**config.mk**
```make
export PLATFORM = sky130hd
export DESIGN_NAME = ext_irq_unit
export DESIGN_NICKNAME = d
export VERILOG_FILES = /design/src/rtl/ext_irq_pkg.sv /design/src/rtl/ext_irq_sync.sv /design/src/rtl/ext_irq_chan.sv /design/src/rtl/ext_irq_unit.sv
export SDC_FILE = /design/constraint.sdc
export NUM_CORES = 1
export LEC_CHECK = 0
export BUFFER_PORTS_ARGS = -buffer_cell sky130_fd_sc_hd__buf_2
export CAP_MARGIN = 5
export CORE_MARGIN = 1.5
export CORE_UTILIZATION = 47
export CTS_BUF_LIST = sky130_fd_sc_hd__clkbuf_8
export CTS_CLUSTER_DIAMETER = 50
export DETAILED_ROUTE_END_ITERATION = 7
export GPL_ROUTABILITY_DRIVEN = 0
export PLACE_DENSITY = 0.77
export SLEW_MARGIN = 20
export SYNTH_ARGS = -nofsm -noshare
export SYNTH_HDL_FRONTEND = slang
export SYNTH_SLANG_ARGS = --single-unit
```
**constraint.sdc**
```tcl
create_clock -name clk -period 1.05 [get_ports clk]
set_clock_uncertainty 0.1 [all_clocks]
set_input_delay 0.0525 -clock clk [delete_from_list [all_inputs] [get_ports clk]]
set_output_delay 0.0525 -clock clk [all_outputs]
set_load 0.1 [all_outputs]
```
**src/rtl/ext_irq_pkg.sv**
```systemverilog
package ext_irq_pkg;

    typedef enum logic [1:0] {
        SENSE_LOW  = 2'b00,
        SENSE_ANY  = 2'b01,
        SENSE_FALL = 2'b10,
        SENSE_RISE = 2'b11
    } sense_e;

    typedef enum logic {
        FLAG_IDLE    = 1'b0,
        FLAG_PENDING = 1'b1
    } flag_state_e;

endpackage

```
**src/rtl/ext_irq_sync.sv**
```systemverilog
module ext_irq_sync #(
    parameter int STAGES = 2
) (
    input  logic clk,
    input  logic rst_n,
    input  logic pin,
    output logic level,
    output logic prev
);
    logic [STAGES-1:0] chain;

    always_ff @(posedge clk) begin
        if (!rst_n) begin
            chain <= '0;
            prev  <= 1'b0;
        end else begin
            chain <= {chain[STAGES-2:0], pin};
            prev  <= chain[STAGES-1];
        end
    end

    assign level = chain[STAGES-1];

endmodule

```
**src/rtl/ext_irq_chan.sv**
```systemverilog
module ext_irq_chan
    import ext_irq_pkg::*;
(
    input  logic   clk,
    input  logic   rst_n,
    input  logic   level,
    input  logic   prev,
    input  sense_e mode,
    input  logic   enable,
    input  logic   clr,
    output logic   flag,
    output logic   req
);
    flag_state_e state, state_nx;
    logic        hit;

    always_comb begin
        hit = 1'b0;
        unique case (mode)
            SENSE_LOW:  hit = 1'b0;
            SENSE_ANY:  hit = level ^ prev;
            SENSE_FALL: hit = prev & ~level;
            SENSE_RISE: hit = ~prev & level;
        endcase
    end

    always_comb begin
        state_nx = state;
        unique case (state)
            FLAG_IDLE:    if (hit) state_nx = FLAG_PENDING;
            FLAG_PENDING: if (clr && !hit) state_nx = FLAG_IDLE;
        endcase
    end

    always_ff @(posedge clk) begin
        if (!rst_n) state <= FLAG_IDLE;
        else        state <= state_nx;
    end

    always_comb begin
        flag = (state == FLAG_PENDING);
        if (mode == SENSE_LOW) req = enable & ~level;
        else                   req = enable & flag;
    end

    assert_flag_latch_R5: assert property (@(posedge clk) disable iff (!rst_n)
        hit |=> state == FLAG_PENDING);

    assert_set_wins_R11: assert property (@(posedge clk) disable iff (!rst_n)
        (hit && clr) |=> flag);

    assert_clear_R9: assert property (@(posedge clk) disable iff (!rst_n)
        (state == FLAG_PENDING && clr && !hit) |=> state == FLAG_IDLE);

    assert_level_noflag_R3: assert property (@(posedge clk) disable iff (!rst_n)
        (mode == SENSE_LOW && state == FLAG_IDLE) |=> state == FLAG_IDLE);

endmodule

```
**src/rtl/ext_irq_unit.sv**
```systemverilog
module ext_irq_unit
    import ext_irq_pkg::*;
#(
    parameter int NUM_PINS    = 3,
    parameter int DATA_W      = 8,
    parameter int ADDR_W      = 2,
    parameter int SYNC_STAGES = 2
) (
    input  logic                clk,
    input  logic                rst_n,
    input  logic [NUM_PINS-1:0] pin_i,
    input  logic                reg_wr,
    input  logic                reg_rd,
    input  logic [ADDR_W-1:0]   reg_addr,
    input  logic [DATA_W-1:0]   reg_wdata,
    input  logic [NUM_PINS-1:0] irq_ack,
    output logic [NUM_PINS-1:0] irq_req,
    output logic [DATA_W-1:0]   reg_rdata
);
    localparam logic [ADDR_W-1:0] ADDR_SENSE_A = ADDR_W'(0);
    localparam logic [ADDR_W-1:0] ADDR_SENSE_B = ADDR_W'(1);
    localparam logic [ADDR_W-1:0] ADDR_ENABLE  = ADDR_W'(2);
    localparam logic [ADDR_W-1:0] ADDR_FLAG    = ADDR_W'(3);
    localparam int EDGE2_IDX = 2;
    localparam int POL_BIT   = 6;
    localparam int SENSE_A_W = 2 * EDGE2_IDX;
    localparam int CTL_BIT [NUM_PINS] = '{6, 7, 5};

    logic [SENSE_A_W-1:0] sense_a;
    logic                 pol2;
    logic [NUM_PINS-1:0]  enable;
    logic [NUM_PINS-1:0]  flag;
    logic [NUM_PINS-1:0]  clr;
    logic                 wr_flag;
    logic                 unused_wbits;

    assign wr_flag      = reg_wr && (reg_addr == ADDR_FLAG);
    assign unused_wbits = reg_wdata[4];

    always_ff @(posedge clk) begin
        if (!rst_n) begin
            sense_a <= '0;
            pol2    <= 1'b0;
            enable  <= '0;
        end else if (reg_wr) begin
            if (reg_addr == ADDR_SENSE_A) sense_a <= reg_wdata[SENSE_A_W-1:0];
            if (reg_addr == ADDR_SENSE_B) pol2    <= reg_wdata[POL_BIT];
            if (reg_addr == ADDR_ENABLE) begin
                for (int i = 0; i < NUM_PINS; i++) enable[i] <= reg_wdata[CTL_BIT[i]];
            end
        end
    end

    for (genvar g = 0; g < NUM_PINS; g++) begin : g_chan
        logic   level, prev;
        sense_e mode;

        ext_irq_sync #(.STAGES(SYNC_STAGES)) u_sync (
            .clk   (clk),
            .rst_n (rst_n),
            .pin   (pin_i[g]),
            .level (level),
            .prev  (prev)
        );

        if (g == EDGE2_IDX) begin : g_edge_only
            assign mode = sense_e'({1'b1, pol2});
        end else begin : g_four_mode
            assign mode = sense_e'(sense_a[2*g +: 2]);
        end

        assign clr[g] = irq_ack[g] | (wr_flag & reg_wdata[CTL_BIT[g]]);

        ext_irq_chan u_chan (
            .clk    (clk),
            .rst_n  (rst_n),
            .level  (level),
            .prev   (prev),
            .mode   (mode),
            .enable (enable[g]),
            .clr    (clr[g]),
            .flag   (flag[g]),
            .req    (irq_req[g])
        );

        assert_req_needs_enable_R8: assert property (@(posedge clk) disable iff (!rst_n)
            irq_req[g] |-> enable[g]);
    end

    always_comb begin
        reg_rdata = '0;
        if (reg_rd) begin
            unique case (reg_addr)
                ADDR_SENSE_A: reg_rdata[SENSE_A_W-1:0] = sense_a;
                ADDR_SENSE_B: reg_rdata[POL_BIT]       = pol2;
                ADDR_ENABLE:  for (int i = 0; i < NUM_PINS; i++) reg_rdata[CTL_BIT[i]] = enable[i];
                ADDR_FLAG:    for (int i = 0; i < NUM_PINS; i++) reg_rdata[CTL_BIT[i]] = flag[i];
                default:      reg_rdata = '0;
            endcase
        end
    end

    assert_rdata_quiet_R2: assert property (@(posedge clk) disable iff (!rst_n)
        !reg_rd |-> reg_rdata == '0);

    assert_reset_quiet_R1: assert property (@(posedge clk)
        $rose(rst_n) |-> irq_req == '0);

endmodule

```
==> results.md <==
- Status: finished with violations
- Violated checks: negative hold slack, negative setup slack
- Post-layout minimum cycle time: 1.55 ns
- Achievable Freq: 647 MHz
- Antenna-violating nets left: 0
- Clock buffers created by TritonCTS: 3
- Maximum ir drop on the vdd rail: 1240 uV
- Sum of routed wire length over all layers: 3770 um
- Gate count of the mapped netlist: 107
- Storage cell area: 420 um2
- Crit path max fanout: 2
- Crit path capture type: output port
- Maximum buffer depth of the clock tree: 2
- DR pass1 iterations: 4
- Source of the worst register-to-register timing path: g_chan[1].u_sync.chain[1]$_SDFF_PN0_
- Residual overflow from global routing: 0
- WP data arrival: 1.39 ns
- 1st-iter DRT viols: 39
- TritonCTS clock tree: yes
- Reg-to-reg setup timing slack: -0.24 ns
- Cell area after synthesis: 988 um2
- Post-route cell area: 1820 um2
- HP Start: irq_ack[1]
- Number of flops mapped to enable cells by yosys: 0
- Total track usage: 26.0%
- Number of levels in the clock H-tree: 1
- Multi-input combinational cell area: 664 um2
- Critical-path cell list: or3_4, a21boi_4, buf_12
- Vias post-DR: 1048
- Instance area after placement: 1410 um2
- Reg clk slew, reported paths: 0.08 ns
- Total setup violations reported at the end of the flow: 13
- Pin count of the biggest net entering global routing: 13
- Final cell count without fillers: 192
- Worst hold margin: -0.0119 ns
- Critical path's largest stage delay: 0.40 ns
- Sum of negative setup slack: -2.77 ns
- Net count reported at finish: 190
- Initial antenna violation count: 0
- Layout overhead on the synthesized area: 84.3%
- Max-cap check violation count: 0
- Root cell of the clock tree: sky130_fd_sc_hd__clkbuf_8
- Vias per cell: 5.46
- Critical R2R Capture: g_chan[1].u_chan.flag$_SDFF_PN0_
- Cell type with the largest total area after synthesis: sky130_fd_sc_hd__dfxtp_1
- Fraction of final layout cells sized beyond drive strength 1: 56.4%
- Mean routed wirelength per cell: 19.7 um
- Clock latency of the later-clocked register in the worst-skew pair: 0.27 ns
- Initial Utilization: 50.4%
- Setup repair after global routing missed its margin: yes
- Kind of launch point of the worst setup path: flop
- FF-to-FF path depth: 7
- Slew Viols, Final: 0
- Crit Path Class: reg -> out
- Hold Path Stages: 3
- Post-synth cell types: 22
- Number of warnings reported in the yosys synthesis log: 0
- Top cells by area, synth: sky130_fd_sc_hd__dfxtp_1, sky130_fd_sc_hd__mux2i_1, sky130_fd_sc_hd__and2_1
- DP Cell Count: 170
- Number of placement rows: 16
- Post-synth net total: 131
- Boundary pin count: 31
- Floorplan die width: 48.9 um
- Async set-reset flop share out of synthesis: 0%
- Buffers added on ports: 28
- Y dimension of the die: 48.9 um
- Diode count: 0
- Max stage delay cell, worst path: sky130_fd_sc_hd__or3_4
- Wire length of the first global-routing pass: 4730 um
- Leakage power summed over all cells: 0.000757 uW
- DRC Markers: 0
- Pre-CTS WS: -0.217 ns
- PD cells: 1090 nW/um2
- PnR Total Power: 1980 uW
- Area share of the largest cell type after synthesis: 40.5%
- Required time of the worst setup path: 0.90 ns
- End of the worst hold path: g_chan[1].u_chan.flag$_SDFF_PN0_
- Number of clock sinks seen by CTS: 20
- Via count of the first global-routing pass: 1031
- Worst-case setup margin in the final layout: -0.495 ns
- Hold Path Class: in -> reg
- Final Hold Violating Endpoints: 1
- Synthesis-stage register bit count: 20
- Fraction of the cycle the final worst path needs: 147%
- Part of the Yosys area used for sequential elements: 40.5%
- Post-synthesis area per instance: 9.24 um2
- Core outline area: 1960 um2
- DPL Wire Length: 1820 um
- Die area: 2390 um2
- FILL cells: 73
- Most common flop cell mapped by yosys: sky130_fd_sc_hd__dfxtp_1
==> worst max-delay path by stage <==
| stage | from | end | slack [ns] | cells after the start |
|---|---|---|---|---|
| finish | sense_a[2]$_SDFFE_PN0P_ | irq_req[1] | -0.50 | 3 |
| global route | g_chan[0].u_sync.chain[1]$_SDFF_PN0_ | irq_req[0] | -0.51 | 3 |
| CTS | sense_a[2]$_SDFFE_PN0P_ | irq_req[1] | -0.45 | 3 |
| detailed placement | sense_a[2]$_SDFFE_PN0P_ | irq_req[1] | -0.22 | 3 |
| global placement | sense_a[0]$_SDFFE_PN0P_ | irq_req[0] | -0.19 | 3 |
| floorplan | sense_a[2]$_SDFFE_PN0P_ | irq_req[1] | -0.16 | 3 |
==> critical path: cells and delay by family, from the launching register on <==
family / cells / cell delay, ns
and+or+nand+nor: 1 / 0.40
AOI/OAI and AO/OA: 1 / 0.19
buffers and inverters: 1 / 0.19
DFF: 1 / 0.34
==> layout by cell type (no fill, tap or decap), types with 2 or more instances in the layout <==
cell type                       synthesis  layout
sky130_fd_sc_hd__dfxtp_1               20       8
sky130_fd_sc_hd__a21boi_4               0       2
sky130_fd_sc_hd__buf_4                  4      14
sky130_fd_sc_hd__nand2_1                5       5
sky130_fd_sc_hd__buf_6                  2      10
sky130_fd_sc_hd__nor2_1                15      10
sky130_fd_sc_hd__mux2i_1               12      10
sky130_fd_sc_hd__dlygate4sd3_1          0      10
sky130_fd_sc_hd__o21ai_0                2       2
sky130_fd_sc_hd__dfxtp_4                0       2
sky130_fd_sc_hd__mux2i_4                0       2
sky130_fd_sc_hd__or3_4                  0       2
sky130_fd_sc_hd__ha_4                   0       3
sky130_fd_sc_hd__and2_4                 0       6
sky130_fd_sc_hd__nand4_1                3       3
sky130_fd_sc_hd__clkbuf_8               0       3
sky130_fd_sc_hd__buf_12                 0      10
sky130_fd_sc_hd__nand3b_1               4       4
sky130_fd_sc_hd__dfxtp_2                0      10
sky130_fd_sc_hd__nand4b_1               4       4
sky130_fd_sc_hd__inv_4                  0       2
sky130_fd_sc_hd__inv_1                  5       3
sky130_fd_sc_hd__nor2_4                 0       5
sky130_fd_sc_hd__o211ai_1               2       2
sky130_fd_sc_hd__buf_2                  0      18
sky130_fd_sc_hd__and2_1                13       7
sky130_fd_sc_hd__a21oi_2                0       2
==> timing repair <==
item,4_1_cts,5_1_grt
resized for setup,24,22
pin swaps,8,7
cloned,0,0
buffers inserted,3,6
hold buffers,10,0
endpoints found under the hold margin,11,0
endpoints found under the setup margin,12,13
==> synthesized netlist by cell type (all sizes together) (2+ instances only) <==
master / count
dfxtp: 20
nor2: 15
and2: 13
mux2i: 12
buf: 6
inv: 5
nand2: 5
ha: 4
nand3b: 4
nand4b: 4
nand4: 3
a21boi: 2
a21oi: 2
clkbuf: 2
nor3b: 2
o211ai: 2
o21ai: 2
or3: 2
==> through the flow <==
stage | utilization (%) | hold WS [ns]
2_1_floorplan | - | 0.0742
3_3_place_gp | 71.7 | 0.157
3_5_place_dp | 71.7 | 0.163
4_1_cts | 86.5 | 0.00107
5_1_grt | 92.9 | -0.00316
6_report | 92.9 | -0.0119
==> logic make-up after synthesis <==
logic type / count (synthesis) / synth area share, %
adders and majority gates: 4 / 5.06
other: 1 / 0.379
and+or+nand+nor: 48 / 28.2
DFF: 20 / 40.5
muxes: 12 / 12.2
AOI/OAI and AO/OA: 9 / 5.70
buffers and inverters: 13 / 7.98
==> flip-flops by register name, summed over array words and instances, names as in the netlist <==
name                 count
enable                   3
g_chan.u_sync.chain      6
g_chan.u_chan.flag       3
pol2                     1
sense_a                  4
g_chan.u_sync.prev       3
==> layer usage <==
metal / wire, um / vias up / GRT usage, %
met1: 1500 / 497 / 29.2
met2: 1860 / 63 / 48.9
li1: - / 471 / -
met5: 0 / - / 0
met3: 245 / 17 / 2.76
met4: 163 / 0 / 11.9
==> layout make-up <==
class	instances	share of cell area, %
clock buffers	3	2.27
flip-flops and latches	20	23.1
multi-input cells	74	36.5
clock inverters	1	1.65
inverters	5	1.30
repair buffers	62	33.4
well taps	27	1.85
==> power breakdown <==
part	internal [uW]	leakage, uW	switching (uW)
clock	509	0.0000357	276
sequential	783	0.000169	20.5
combinational	192	0.000552	200
Power figures use the tool's default switching activity.
